==> src/rtl/smcw_pkg.sv <==
package smcw_pkg;
  // Pin style for the byte lanes.
  typedef enum logic {
    LANE_SELECT = 1'b0,
    LANE_WRITE  = 1'b1
  } lane_mode_e;
endpackage

==> src/rtl/smcw_window.sv <==
// One setup/low/hold phase generator. It reports whether the access
// position lies in the low window, and the total span of the phases.
module smcw_window #(
  parameter int TW = 4,
  parameter int CW = TW + 2
) (
  input  logic [CW-1:0] pos,
  input  logic [TW-1:0] setup,
  input  logic [TW-1:0] pulse,
  input  logic [TW-1:0] hold,
  output logic          active,
  output logic [CW-1:0] span
);
  logic [CW-1:0] s_w, p_w, h_w, rise_w;

  always_comb begin
    s_w    = CW'(setup);
    p_w    = (pulse == '0) ? CW'(1) : CW'(pulse);
    h_w    = CW'(hold);
    rise_w = s_w + p_w;
    span   = rise_w + h_w;
    active = (pos >= s_w) && (pos < rise_w);
  end
endmodule

==> src/rtl/smcw_seq.sv <==
// Access sequencer: handshake, position counter and end pulse.
module smcw_seq #(
  parameter int CW = 6
) (
  input  logic          clk,
  input  logic          rst_n,
  input  logic          req_valid,
  input  logic [CW-1:0] len,
  output logic          req_ready,
  output logic          start,
  output logic          busy,
  output logic          busy_nxt,
  output logic [CW-1:0] cnt,
  output logic [CW-1:0] cnt_nxt,
  output logic          done
);
  logic last;

  always_comb begin
    req_ready = !busy && !done;
    start     = req_valid && req_ready;
    last      = busy && (cnt == len - CW'(1));
    if (start) begin
      busy_nxt = 1'b1;
      cnt_nxt  = '0;
    end else if (last) begin
      busy_nxt = 1'b0;
      cnt_nxt  = '0;
    end else begin
      busy_nxt = busy;
      cnt_nxt  = busy ? cnt + CW'(1) : cnt;
    end
  end

  always_ff @(posedge clk or negedge rst_n) begin
    if (!rst_n) begin
      busy <= 1'b0;
      cnt  <= '0;
      done <= 1'b0;
    end else begin
      busy <= busy_nxt;
      cnt  <= cnt_nxt;
      done <= last;
    end
  end

  p_done_single_r7: assert property (@(posedge clk) disable iff (!rst_n)
    done |=> !done);
  p_end_gap_r7: assert property (@(posedge clk) disable iff (!rst_n)
    $fell(busy) |-> (done && !req_ready));
  p_start_on_valid_r1: assert property (@(posedge clk) disable iff (!rst_n)
    $rose(busy) |-> $past(req_valid));
  p_count_bound_r6: assert property (@(posedge clk) disable iff (!rst_n)
    busy |-> (cnt < len));
endmodule

==> src/rtl/smcw_lanes.sv <==
// Strobe and byte-select registers for the two lane styles.
module smcw_lanes
  import smcw_pkg::*;
#(
  parameter int NL = 4
) (
  input  logic          clk,
  input  logic          rst_n,
  input  logic          busy_nxt,
  input  logic          strobe_nxt,
  input  lane_mode_e    mode_nxt,
  input  logic [NL-1:0] be_nxt,
  output logic          we_n,
  output logic [NL-1:0] wr_n,
  output logic [NL-1:0] bs_n
);
  always_ff @(posedge clk or negedge rst_n) begin
    if (!rst_n) we_n <= 1'b1;
    else        we_n <= !(strobe_nxt && mode_nxt == LANE_SELECT);
  end

  for (genvar i = 0; i < NL; i++) begin : g_lane
    always_ff @(posedge clk or negedge rst_n) begin
      if (!rst_n) begin
        wr_n[i] <= 1'b1;
        bs_n[i] <= 1'b1;
      end else begin
        wr_n[i] <= !(strobe_nxt && mode_nxt == LANE_WRITE && be_nxt[i]);
        bs_n[i] <= !(busy_nxt && mode_nxt == LANE_SELECT && be_nxt[i]);
      end
    end
  end

  p_style_excl_r5: assert property (@(posedge clk) disable iff (!rst_n)
    !we_n |-> (&wr_n));
  p_wr_no_bs_r5: assert property (@(posedge clk) disable iff (!rst_n)
    !(&wr_n) |-> (&bs_n));
endmodule

==> src/rtl/smcw_write_timer.sv <==
// Static memory write-cycle timer (top).
module smcw_write_timer
  import smcw_pkg::*;
#(
  parameter int AW = 24,
  parameter int DW = 32,
  parameter int TW = 4
) (
  input  logic                 clk,
  input  logic                 rst_n,
  input  logic                 req_valid,
  output logic                 req_ready,
  input  logic [AW-1:0]        req_addr,
  input  logic [DW-1:0]        req_data,
  input  logic [DW/8-1:0]      req_be,
  input  logic [TW-1:0]        cfg_we_setup,
  input  logic [TW-1:0]        cfg_we_pulse,
  input  logic [TW-1:0]        cfg_we_hold,
  input  logic [TW-1:0]        cfg_cs_setup,
  input  logic [TW-1:0]        cfg_cs_pulse,
  input  logic [TW-1:0]        cfg_cs_hold,
  input  logic [TW+1:0]        cfg_cycle,
  input  logic                 cfg_byte_mode,
  output logic [AW-1:0]        mem_addr,
  output logic [DW-1:0]        mem_data,
  output logic                 mem_data_oe,
  output logic                 mem_cs_n,
  output logic                 mem_we_n,
  output logic [DW/8-1:0]      mem_wr_n,
  output logic [DW/8-1:0]      mem_bs_n,
  output logic                 done
);
  localparam int NL = DW / 8;
  localparam int CW = TW + 2;

  // captured timing and request
  logic [TW-1:0] ws_q, wp_q, wh_q, cs_q, cp_q, ch_q;
  logic [CW-1:0] cyc_q;
  lane_mode_e    mode_q;
  logic [NL-1:0] be_q;
  logic [AW-1:0] addr_q;
  logic [DW-1:0] data_q;

  // effective values: live inputs on the handshake edge, captured otherwise
  logic [TW-1:0] ws_e, wp_e, wh_e, cs_e, cp_e, ch_e;
  logic [CW-1:0] cyc_e;
  lane_mode_e    mode_e;
  logic [NL-1:0] be_e;

  logic          start, busy, busy_nxt;
  logic [CW-1:0] cnt, cnt_nxt, len, we_span, cs_span;
  logic          we_act, cs_act;
  logic          cs_n_q, oe_q;

  always_comb begin
    ws_e   = start ? cfg_we_setup : ws_q;
    wp_e   = start ? cfg_we_pulse : wp_q;
    wh_e   = start ? cfg_we_hold  : wh_q;
    cs_e   = start ? cfg_cs_setup : cs_q;
    cp_e   = start ? cfg_cs_pulse : cp_q;
    ch_e   = start ? cfg_cs_hold  : ch_q;
    cyc_e  = start ? cfg_cycle    : cyc_q;
    mode_e = start ? lane_mode_e'(cfg_byte_mode) : mode_q;
    be_e   = start ? req_be       : be_q;
  end

  smcw_window #(.TW(TW), .CW(CW)) u_we_win (
    .pos(cnt_nxt), .setup(ws_e), .pulse(wp_e), .hold(wh_e),
    .active(we_act), .span(we_span));

  smcw_window #(.TW(TW), .CW(CW)) u_cs_win (
    .pos(cnt_nxt), .setup(cs_e), .pulse(cp_e), .hold(ch_e),
    .active(cs_act), .span(cs_span));

  always_comb begin
    len = cyc_e;
    if (we_span > len) len = we_span;
    if (cs_span > len) len = cs_span;
  end

  smcw_seq #(.CW(CW)) u_seq (
    .clk(clk), .rst_n(rst_n), .req_valid(req_valid), .len(len),
    .req_ready(req_ready), .start(start), .busy(busy),
    .busy_nxt(busy_nxt), .cnt(cnt), .cnt_nxt(cnt_nxt), .done(done));

  smcw_lanes #(.NL(NL)) u_lanes (
    .clk(clk), .rst_n(rst_n), .busy_nxt(busy_nxt),
    .strobe_nxt(busy_nxt && we_act), .mode_nxt(mode_e), .be_nxt(be_e),
    .we_n(mem_we_n), .wr_n(mem_wr_n), .bs_n(mem_bs_n));

  always_ff @(posedge clk or negedge rst_n) begin
    if (!rst_n) begin
      ws_q <= '0; wp_q <= '0; wh_q <= '0;
      cs_q <= '0; cp_q <= '0; ch_q <= '0;
      cyc_q  <= '0;
      mode_q <= LANE_SELECT;
      be_q   <= '0;
      addr_q <= '0;
      data_q <= '0;
    end else if (start) begin
      ws_q <= cfg_we_setup; wp_q <= cfg_we_pulse; wh_q <= cfg_we_hold;
      cs_q <= cfg_cs_setup; cp_q <= cfg_cs_pulse; ch_q <= cfg_cs_hold;
      cyc_q  <= cfg_cycle;
      mode_q <= lane_mode_e'(cfg_byte_mode);
      be_q   <= req_be;
      addr_q <= req_addr;
      data_q <= req_data;
    end
  end

  always_ff @(posedge clk or negedge rst_n) begin
    if (!rst_n) begin
      cs_n_q <= 1'b1;
      oe_q   <= 1'b0;
    end else begin
      cs_n_q <= !(busy_nxt && cs_act);
      oe_q   <= busy_nxt;
    end
  end

  assign mem_addr    = addr_q;
  assign mem_data    = data_q;
  assign mem_cs_n    = cs_n_q;
  assign mem_data_oe = oe_q;

  p_idle_quiet_r8: assert property (@(posedge clk) disable iff (!rst_n)
    !mem_data_oe |-> (mem_cs_n && mem_we_n && (&mem_wr_n) && (&mem_bs_n)));
  p_bus_stable_r2: assert property (@(posedge clk) disable iff (!rst_n)
    (mem_data_oe && $past(mem_data_oe)) |-> ($stable(mem_addr) && $stable(mem_data)));
  p_strobe_inside_r3: assert property (@(posedge clk) disable iff (!rst_n)
    !mem_we_n |-> mem_data_oe);
  p_select_inside_r4: assert property (@(posedge clk) disable iff (!rst_n)
    !mem_cs_n |-> mem_data_oe);
  p_len_frozen_r1: assert property (@(posedge clk) disable iff (!rst_n)
    (busy && $past(busy)) |-> $stable(len));
  p_no_take_busy_r9: assert property (@(posedge clk) disable iff (!rst_n)
    (busy && req_valid) |=> $stable(mem_addr));
endmodule

==> config.mk <==
export PLATFORM = sky130hd
export DESIGN_NAME = smcw_write_timer
export DESIGN_NICKNAME = d
export VERILOG_FILES = /design/src/rtl/smcw_pkg.sv /design/src/rtl/smcw_window.sv /design/src/rtl/smcw_seq.sv /design/src/rtl/smcw_lanes.sv /design/src/rtl/smcw_write_timer.sv
export SDC_FILE = /design/constraint.sdc
export NUM_CORES = 1
export LEC_CHECK = 0
export ABC_AREA = 1
export BUFFER_PORTS_ARGS = -buffer_cell sky130_fd_sc_hd__buf_2
export CAP_MARGIN = 15
export CORE_ASPECT_RATIO = 2
export CORE_MARGIN = 1
export CORE_UTILIZATION = 30
export DETAILED_ROUTE_END_ITERATION = 10
export PLACE_DENSITY_LB_ADDON = 0.25
export SLEW_MARGIN = 20
export SYNTH_ARGS = -nofsm -noshare
export SYNTH_HDL_FRONTEND = slang
export SYNTH_SLANG_ARGS = --single-unit
==> constraint.sdc <==
create_clock -name clk -period 23 [get_ports clk]
set_input_delay 1.15 -clock clk [delete_from_list [all_inputs] [get_ports clk]]
set_output_delay 1.15 -clock clk [all_outputs]
set_load 0.005 [all_outputs]
Word-level counts from Yosys, hierarchy flattened
Index checks and enable logic that the tools add are counted.
{"block": "totals", "regBits": 109, "inputBits": 94}
{"block": "classes", "addsub": 6, "order_cmp": 6, "n_eq_ne": 1, "mux": 18, "bitwise_logic": 1, "reduce_logical": 32}
{"operator": "two-way mux 4 bit", "count": 9}
{"operator": "two-way mux 6 bit", "count": 6}
{"operator": "logical AND 1 bit", "count": 18}
{"operator": "adder 4 x 6 -> 6 bit", "count": 2}
{"operator": "adder 6 x 4 -> 6 bit", "count": 2}
{"operator": "greater-or-equal comparator 6 x 4 -> 1 bit", "count": 2}
{"operator": "greater-than comparator 6 bit", "count": 2}
{"operator": "zero test 1 bit", "count": 12}
{"operator": "less-than comparator 6 bit", "count": 2}
{"operator": "zero test 4 bit", "count": 2}
{"operator": "adder 6 x 1 -> 6 bit (second input constant)", "count": 1}
{"operator": "== test 6 bit", "count": 1}
{"operator": "subtractor 6 x 1 -> 6 bit (second input constant)", "count": 1}
{"operator": "two-way mux 1 bit", "count": 3}
{"operator": "inverter 1 bit", "count": 1}

Depth between registers and ports, before layout
{"block": "logic_depth", "ltp_word": 23, "mapped_depth": 57}

By module
Synthesis repeated with hierarchy kept, for this count alone.
{"block": "hier_totals", "hier_cells": 573, "hier_area_um2": 6004.5}
{"module": "smcw_write_timer", "n_inst": 1, "cells_each": 302, "area_each_um2": 4105.2, "seq_area_each_um2": 2328.5}
{"module": "smcw_window", "n_inst": 2, "cells_each": 79, "area_each_um2": 504.2, "seq_area_each_um2": 0.0}
{"module": "smcw_seq", "n_inst": 1, "cells_each": 94, "area_each_um2": 606.8, "seq_area_each_um2": 200.2}
{"module": "smcw_lanes", "n_inst": 1, "cells_each": 19, "area_each_um2": 284.0, "seq_area_each_um2": 236.5}

Least setup slack after synthesis
No wires, ideal clock.
{"block": "synth_timing", "path_kind": "input to register", "startpoint": "input req_valid", "endpoint": "register u_lanes.wr_n[0]", "setup_time_ps": 85, "arrival_ps": 8008, "path_slack_ps": 14907, "cell_stages": 45, "path_cell_list": "nand2_4 > buf_2 > buf_1 > clkbuf_1 > nand2_1 > o311ai_0 > ha_1 > fa_1 > fa_1 > a31oi_1 > xor2_1 > ha_1 > nand2_1 > nor2_1 > nand2_1 > nand3_1 > nand2_1 > clkbuf_1 > (+9 left out) > nand2_1 > nand2_4 > ha_1 > xor2_1 > nand2_1 > nor2_1 > nand3_1 > nor2_4 > nand4_4 > inv_1 > nor4_1 > ha_1 > a21oi_1 > o211ai_1 > inv_1 > nand3_2 > nor2_4 > nand3_1"}
{"block": "synth_via", "elab_chain_len": 21, "elab_cells_between_ends": 36}
{"item": "from (decl)", "line": "smcw_write_timer.sv:11", "text": "input logic req_valid,"}
{"item": "logical AND 1 bit *", "line": "smcw_seq.sv:21", "text": "start = req_valid && req_ready;"}
{"item": "two-way mux 4 bit"}
{"item": "zero test 4 bit", "line": "smcw_window.sv:18", "text": "p_w = (pulse == '0) ? CW'(1) : CW'(pulse);"}
{"item": "two-way mux 4 bit", "line": "smcw_window.sv:18"}
{"item": "adder 4 x 6 -> 6 bit", "line": "smcw_window.sv:20", "text": "rise_w = s_w + p_w;"}
{"item": "adder 6 x 4 -> 6 bit", "line": "smcw_window.sv:21", "text": "span = rise_w + h_w;"}
{"item": "greater-than comparator 6 bit", "line": "smcw_write_timer.sv:77", "text": "if (we_span > len) len = we_span;"}
{"item": "two-way mux 6 bit", "line": "smcw_write_timer.sv:77"}
{"item": "(+5 left out)"}
{"item": "named net u_seq.last", "line": "smcw_seq.sv:17", "text": "logic last;"}
{"item": "two-way mux 6 bit *", "line": "smcw_seq.sv:26", "text": "end else if (last) begin"}
{"item": "two-way mux 6 bit *", "line": "smcw_seq.sv:23", "text": "if (start) begin"}
{"item": "named net cnt_nxt[3]", "line": "smcw_write_timer.sv:51", "text": "logic [CW-1:0] cnt, cnt_nxt, len, we_span, cs_span;"}
{"item": "greater-or-equal comparator 6 x 4 -> 1 bit / less-than comparator 6 bit (equally long branches)", "line": "smcw_window.sv:22", "text": "active = (pos >= s_w) && (pos < rise_w);"}
{"item": "logical AND 1 bit *", "line": "smcw_window.sv:22"}
{"item": "logical AND 1 bit *", "line": "smcw_write_timer.sv:88", "text": ".strobe_nxt(busy_nxt && we_act), .mode_nxt(mode_e), .be_nxt(be_e),"}
{"item": "logical AND 1 bit * (2 in series)", "line": "smcw_lanes.sv:28", "text": "wr_n[i] <= !(strobe_nxt && mode_nxt == LANE_WRITE && be_nxt[i]);"}
{"item": "zero test 1 bit *", "line": "smcw_lanes.sv:28"}
{"item": "to (signal, indexed assignment)", "line": "smcw_lanes.sv:28"}
{"item": "to (decl)", "line": "smcw_lanes.sv:14", "text": "output logic [NL-1:0] wr_n,"}
The timed path passes the listed nets; every way through them passes the cells marked *.
A chain may end at the register's enable or synchronous reset.

Final worst setup path
{"block": "layout_timing", "startpoint": "input req_valid", "endpoint": "register u_lanes.wr_n[3]"}
{"block": "layout_via", "elab_chain_len": 21, "elab_cells_between_ends": 36}
{"item": "logical AND 1 bit *", "line": "smcw_seq.sv:21"}
{"item": "two-way mux 4 bit *"}
{"item": "named net u_we_win.pulse[1]", "line": "smcw_window.sv:9", "text": "input logic [TW-1:0] pulse,"}
{"item": "zero test 4 bit", "line": "smcw_window.sv:18"}
{"item": "two-way mux 4 bit *", "line": "smcw_window.sv:18"}
{"item": "adder 4 x 6 -> 6 bit *", "line": "smcw_window.sv:20"}
{"item": "adder 6 x 4 -> 6 bit *", "line": "smcw_window.sv:21"}
{"item": "greater-than comparator 6 bit", "line": "smcw_write_timer.sv:77"}
{"item": "(+6 left out)"}
{"item": "named net u_seq.last", "line": "smcw_seq.sv:17"}
{"item": "two-way mux 6 bit *", "line": "smcw_seq.sv:26"}
{"item": "two-way mux 6 bit *", "line": "smcw_seq.sv:23"}
{"item": "named net cnt_nxt[3]", "line": "smcw_write_timer.sv:51"}
{"item": "greater-or-equal comparator 6 x 4 -> 1 bit / less-than comparator 6 bit (equally long branches)", "line": "smcw_window.sv:22"}
{"item": "logical AND 1 bit *", "line": "smcw_window.sv:22"}
{"item": "logical AND 1 bit *", "line": "smcw_write_timer.sv:88"}
{"item": "logical AND 1 bit * (2 in series)", "line": "smcw_lanes.sv:28"}
{"item": "zero test 1 bit *", "line": "smcw_lanes.sv:28"}
Marked as above.

==> results list <==
* Kind of cell with the highest combined delay on the critical path: simple AND/OR/NAND/NOR gates
* Placed cell area: approximately 0.0070 mm2
* Proportion of synthesized area in mux cells: 0.00502
- A synthesized cell averages 8.28 um2.
- Of the total synthesized cell area, the portion taken by full adders, half adders and majority gates is 0.107.
* Fin nets: 1020
- Post-layout instance area: 0.00735 mm2
- Setup repair after global routing missed its margin: false
- Dominant combinational cell family by area after synthesis: simple AND/OR/NAND/NOR gates
- For this block, the via count after detailed routing is a little over 5000.
- Entering global routing, the biggest net connects 83 pins.
* Highest fanout seen on the critical path: 82
* TritonRoute pass-1 iters: 4
- For the final database, setup skew stands at 0.0110 ns.
- Residual antenna-violating net count after detailed routing: 0
- Height of the die: 202 um
- Max Clock Freq: 0.110 GHz
* Worst Hold Class: reg2reg
* Iter 0 DRT Violations: ~220
- Pin placement for this block handled approximately 160 I/O pins.
- Worst setup path class: in2reg
- Filler cells: 2095
* Fraction of registers with async set or reset after synthesis: 1.00
- Largest area contributor in the synthesized netlist: sky130_fd_sc_hd__dfrtp_1
- Data on the critical path arrives at its endpoint at 9.39 ns.
- Of the synthesized area, sequential elements account for 0.458.
- Max stage delay on crit path: 0.71 ns
- Max-cap violations: 0
- Across every metal layer, demand over resource in global routing totals 0.168.
* #FFs+latches synth: 109
- Of the post-synthesis cell area, the dominant cell type holds 0.414.
- Once layout is complete, the utilization of the core stands at 0.378.
- Initial cell density of the core: 0.308
* Cell area after technology mapping: 0.00598 mm2
- Sum of buffers and inverters on the critical path: 8
- Of the cells placed in the final design, the portion with a size suffix greater than 1 is 0.269.
- CTS clk-pin slew, worst paths: 0.07 ns
- In the finished design, the share of the clock period the worst path needs comes to 0.397.
- After detailed routing, the total wire length is roughly 16000 um.
- Clock root buffer master: sky130_fd_sc_hd__clkbuf_16
- Time the worst path needs with I/O delays and setup: 9.12 ns
- EDFF count, synth: 0
- Setup violations remaining at the end of the flow were counted as 0.
* Vias in the first global route: a little over 5000
- Number of cells upsized or downsized after cts: 0
* Final-layout setup total negative slack: 0 ns
- During synthesis, Yosys emitted a total of 0 warnings.
* I/O Buffers: 162
- Area share of and/or/nand/nor cells after synthesis: 0.306
* Total setup buffers inserted after CTS: 0
- Average detailed-routed wire length per instance: 14.2 um
- Post-Synth XOR/XNOR Area: 0.0132
- In the final layout, flip-flops and latches occupy between 0.002 and 0.003 mm2.
- Post-synth net total: 866
* Via-to-Cell Ratio: approximately 4.4
* Fin. max-slew vios: 0
- Row count: 72
- In the synthesized netlist the dominant register cell turns out to be sky130_fd_sc_hd__dfrtp_1.
* TritonCTS clock tree: built
- The first global-routing pass estimated 26000 um of wire.
- The tree built by TritonCTS fans out to 109 sinks.
- Area of the multi-input gates: 0.00287 mm2
* Die area: about 0.021 mm2
- Maximum level of the CTS H-tree: 3
- Outcome: completed
- At the worst endpoint, the required time is 23.27 ns.
- Synthesis instantiated 44 different standard cells from the library.
* Number of remaining DRC errors: 0
- Horiz. Die Dim: 102 um
- Slew at the pin closest to its max-slew limit: about 0.91 ns
- The number of antenna violations at the first check in global routing came to 0.
- Kind of start point of the critical path: input port
* Total congestion overflow: 0
- Final-report hold violation count: 0
- Ranking of synthesized cells by area: sky130_fd_sc_hd__dfrtp_1 41%, sky130_fd_sc_hd__nand2_1 19%, sky130_fd_sc_hd__ha_1 9.4%
* Gate count of the mapped netlist: 723
- Clock buffers created by TritonCTS: 9
- The congestion estimate from routability-driven global placement came to between 0.8 and 0.9.
- Synthesized-area fraction occupied by ao, oa, aoi and oai cells: 0.0479
* Total inserted antenna cells: 0
- Core box area: roughly 0.019 mm2
- Worst path slowest cell: sky130_fd_sc_hd__nor4_1
* Maximum count of clock buffers along a single path: 2
- Counting stages on the worst path, the most repeated cell is sky130_fd_sc_hd__nand2_1.
- Tightest slew margin relative to the limit: 0.388
* Post-synthesis to final-layout area growth: 22.8%
* Number of buffers inserted by hold repair at cts: 0
- Detailed placement finished with a half-perimeter wire length of between 10000 and 15000 um.
- Insertion delay of the later-clocked pin in the worst-skew pair: 0.35 ns
- STA classifies the critical path endpoint as a flop.
==> cells in the mapped netlist (5+ instances only) <==
cell type	instances
sky130_fd_sc_hd__nand4_1	6
sky130_fd_sc_hd__xor2_1	6
sky130_fd_sc_hd__clkbuf_1	16
sky130_fd_sc_hd__inv_1	70
sky130_fd_sc_hd__nor2_1	17
sky130_fd_sc_hd__ha_1	45
sky130_fd_sc_hd__o21ai_0	22
sky130_fd_sc_hd__nand2_1	302
sky130_fd_sc_hd__dfrtp_1	99
sky130_fd_sc_hd__nand2_2	12
sky130_fd_sc_hd__nand3_1	33
sky130_fd_sc_hd__or2_2	12
sky130_fd_sc_hd__dfstp_2	10
sky130_fd_sc_hd__a21oi_1	15
sky130_fd_sc_hd__nand2_4	5
==> sequential cells by signal, summed over array words and instances (netlist names) <==
| register | cells |
|---|---|
| cyc_q | 6 |
| mode_q | 1 |
| u_seq.done | 1 |
| mem_addr | 24 |
| u_lanes.bs_n | 4 |
| wp_q | 4 |
| ws_q | 4 |
| mem_cs_n | 1 |
| be_q | 4 |
| ch_q | 4 |
| u_seq.cnt | 6 |
| u_lanes.wr_n | 4 |
| wh_q | 4 |
| mem_data | 32 |
| u_seq.busy | 1 |
| cp_q | 4 |
| u_lanes.we_n | 1 |
| cs_q | 4 |
==> worst reg2reg max path: cells and delay by family (launching register included) <==
family,cells,cell delay [ns]
buffers and inverters,7,1.27
adder cells (fa/ha/maj),7,2.31
flip-flops,1,0.58
AND/OR/NAND/NOR,27,3.81
XOR/XNOR,2,0.34
AO/OA/AOI/OAI,5,0.67
==> cell type report <==
cell class | instances | share of cell area
clock inverter | 4 | 0.00766
inverter | 73 | 0.0373
clock buffer | 12 | 0.0335
multi-input combinational | 519 | 0.391
tap | 259 | 0.0441
timing repair buffer | 165 | 0.114
sequential | 109 | 0.373
==> cell usage in the layout, fill, tap and decap left out, drive strengths merged, types with 2 or more instances in the layout <==
cell type	synthesis	final
nand2	319	319
nand3	39	39
nor3	5	5
clkinv	2	4
a21boi	2	2
xnor2	3	3
mux2i	3	3
buf	6	165
a21oi	16	16
fa	4	4
nor4	2	2
nand4	7	7
ha	45	45
o21ai	25	25
dfstp	10	10
inv	71	72
a31oi	2	2
nor2	22	22
dfrtp	99	99
xor2	6	6
or2	14	14
clkbuf	16	12
==> logic make-up (layout without fill, tap and decap cells) <==
logic type                 after synthesis  after routing
muxes                                    3              3
AOI/OAI and AO/OA                       49             49
DFF                                    109            109
xor gates and xnor gates                 9              9
adders and majority gates               49             49
buffers and inverters                   95            254
and+or+nand+nor                        409            409
==> routing by layer <==
metal	vias to the layer above	track usage	routed length, um
met5	-	0	0
met4	0	0.0847	686
met3	35	0.0327	556
met2	115	0.313	9180
met1	2358	0.172	5810
li1	2568	-	-
==> through the flow <==
stage,cells,hold WS (ns),worst slack (ns)
finish,1141,0.474,13.88
global route,1141,0.496,13.04
CTS,1141,0.479,13.86
detailed placement,1125,0.460,13.49
global placement,1125,0.456,13.66
floorplan,723,0.439,14.91
==> path summary, 6_finish.rpt <==
check	slack, ns	start	cells after the start	end
worst max-delay path	13.88	req_valid	48	u_lanes.wr_n[3]
worst min-delay path	0.47	mem_data[8]	2	mem_data[8]
worst max register to register	13.94	u_seq.busy	48	u_lanes.wr_n[3]
worst min register to register	0.47	mem_data[8]	2	mem_data[8]
max in group asynchronous	20.93	rst_n	2	ws_q[2]
min in group asynchronous	0.84	rst_n	1	mem_data[3]
Power is left out: the tool's default activity adds up to more than one toggle a clock period on the data nets, which glitch-free logic cannot reach.
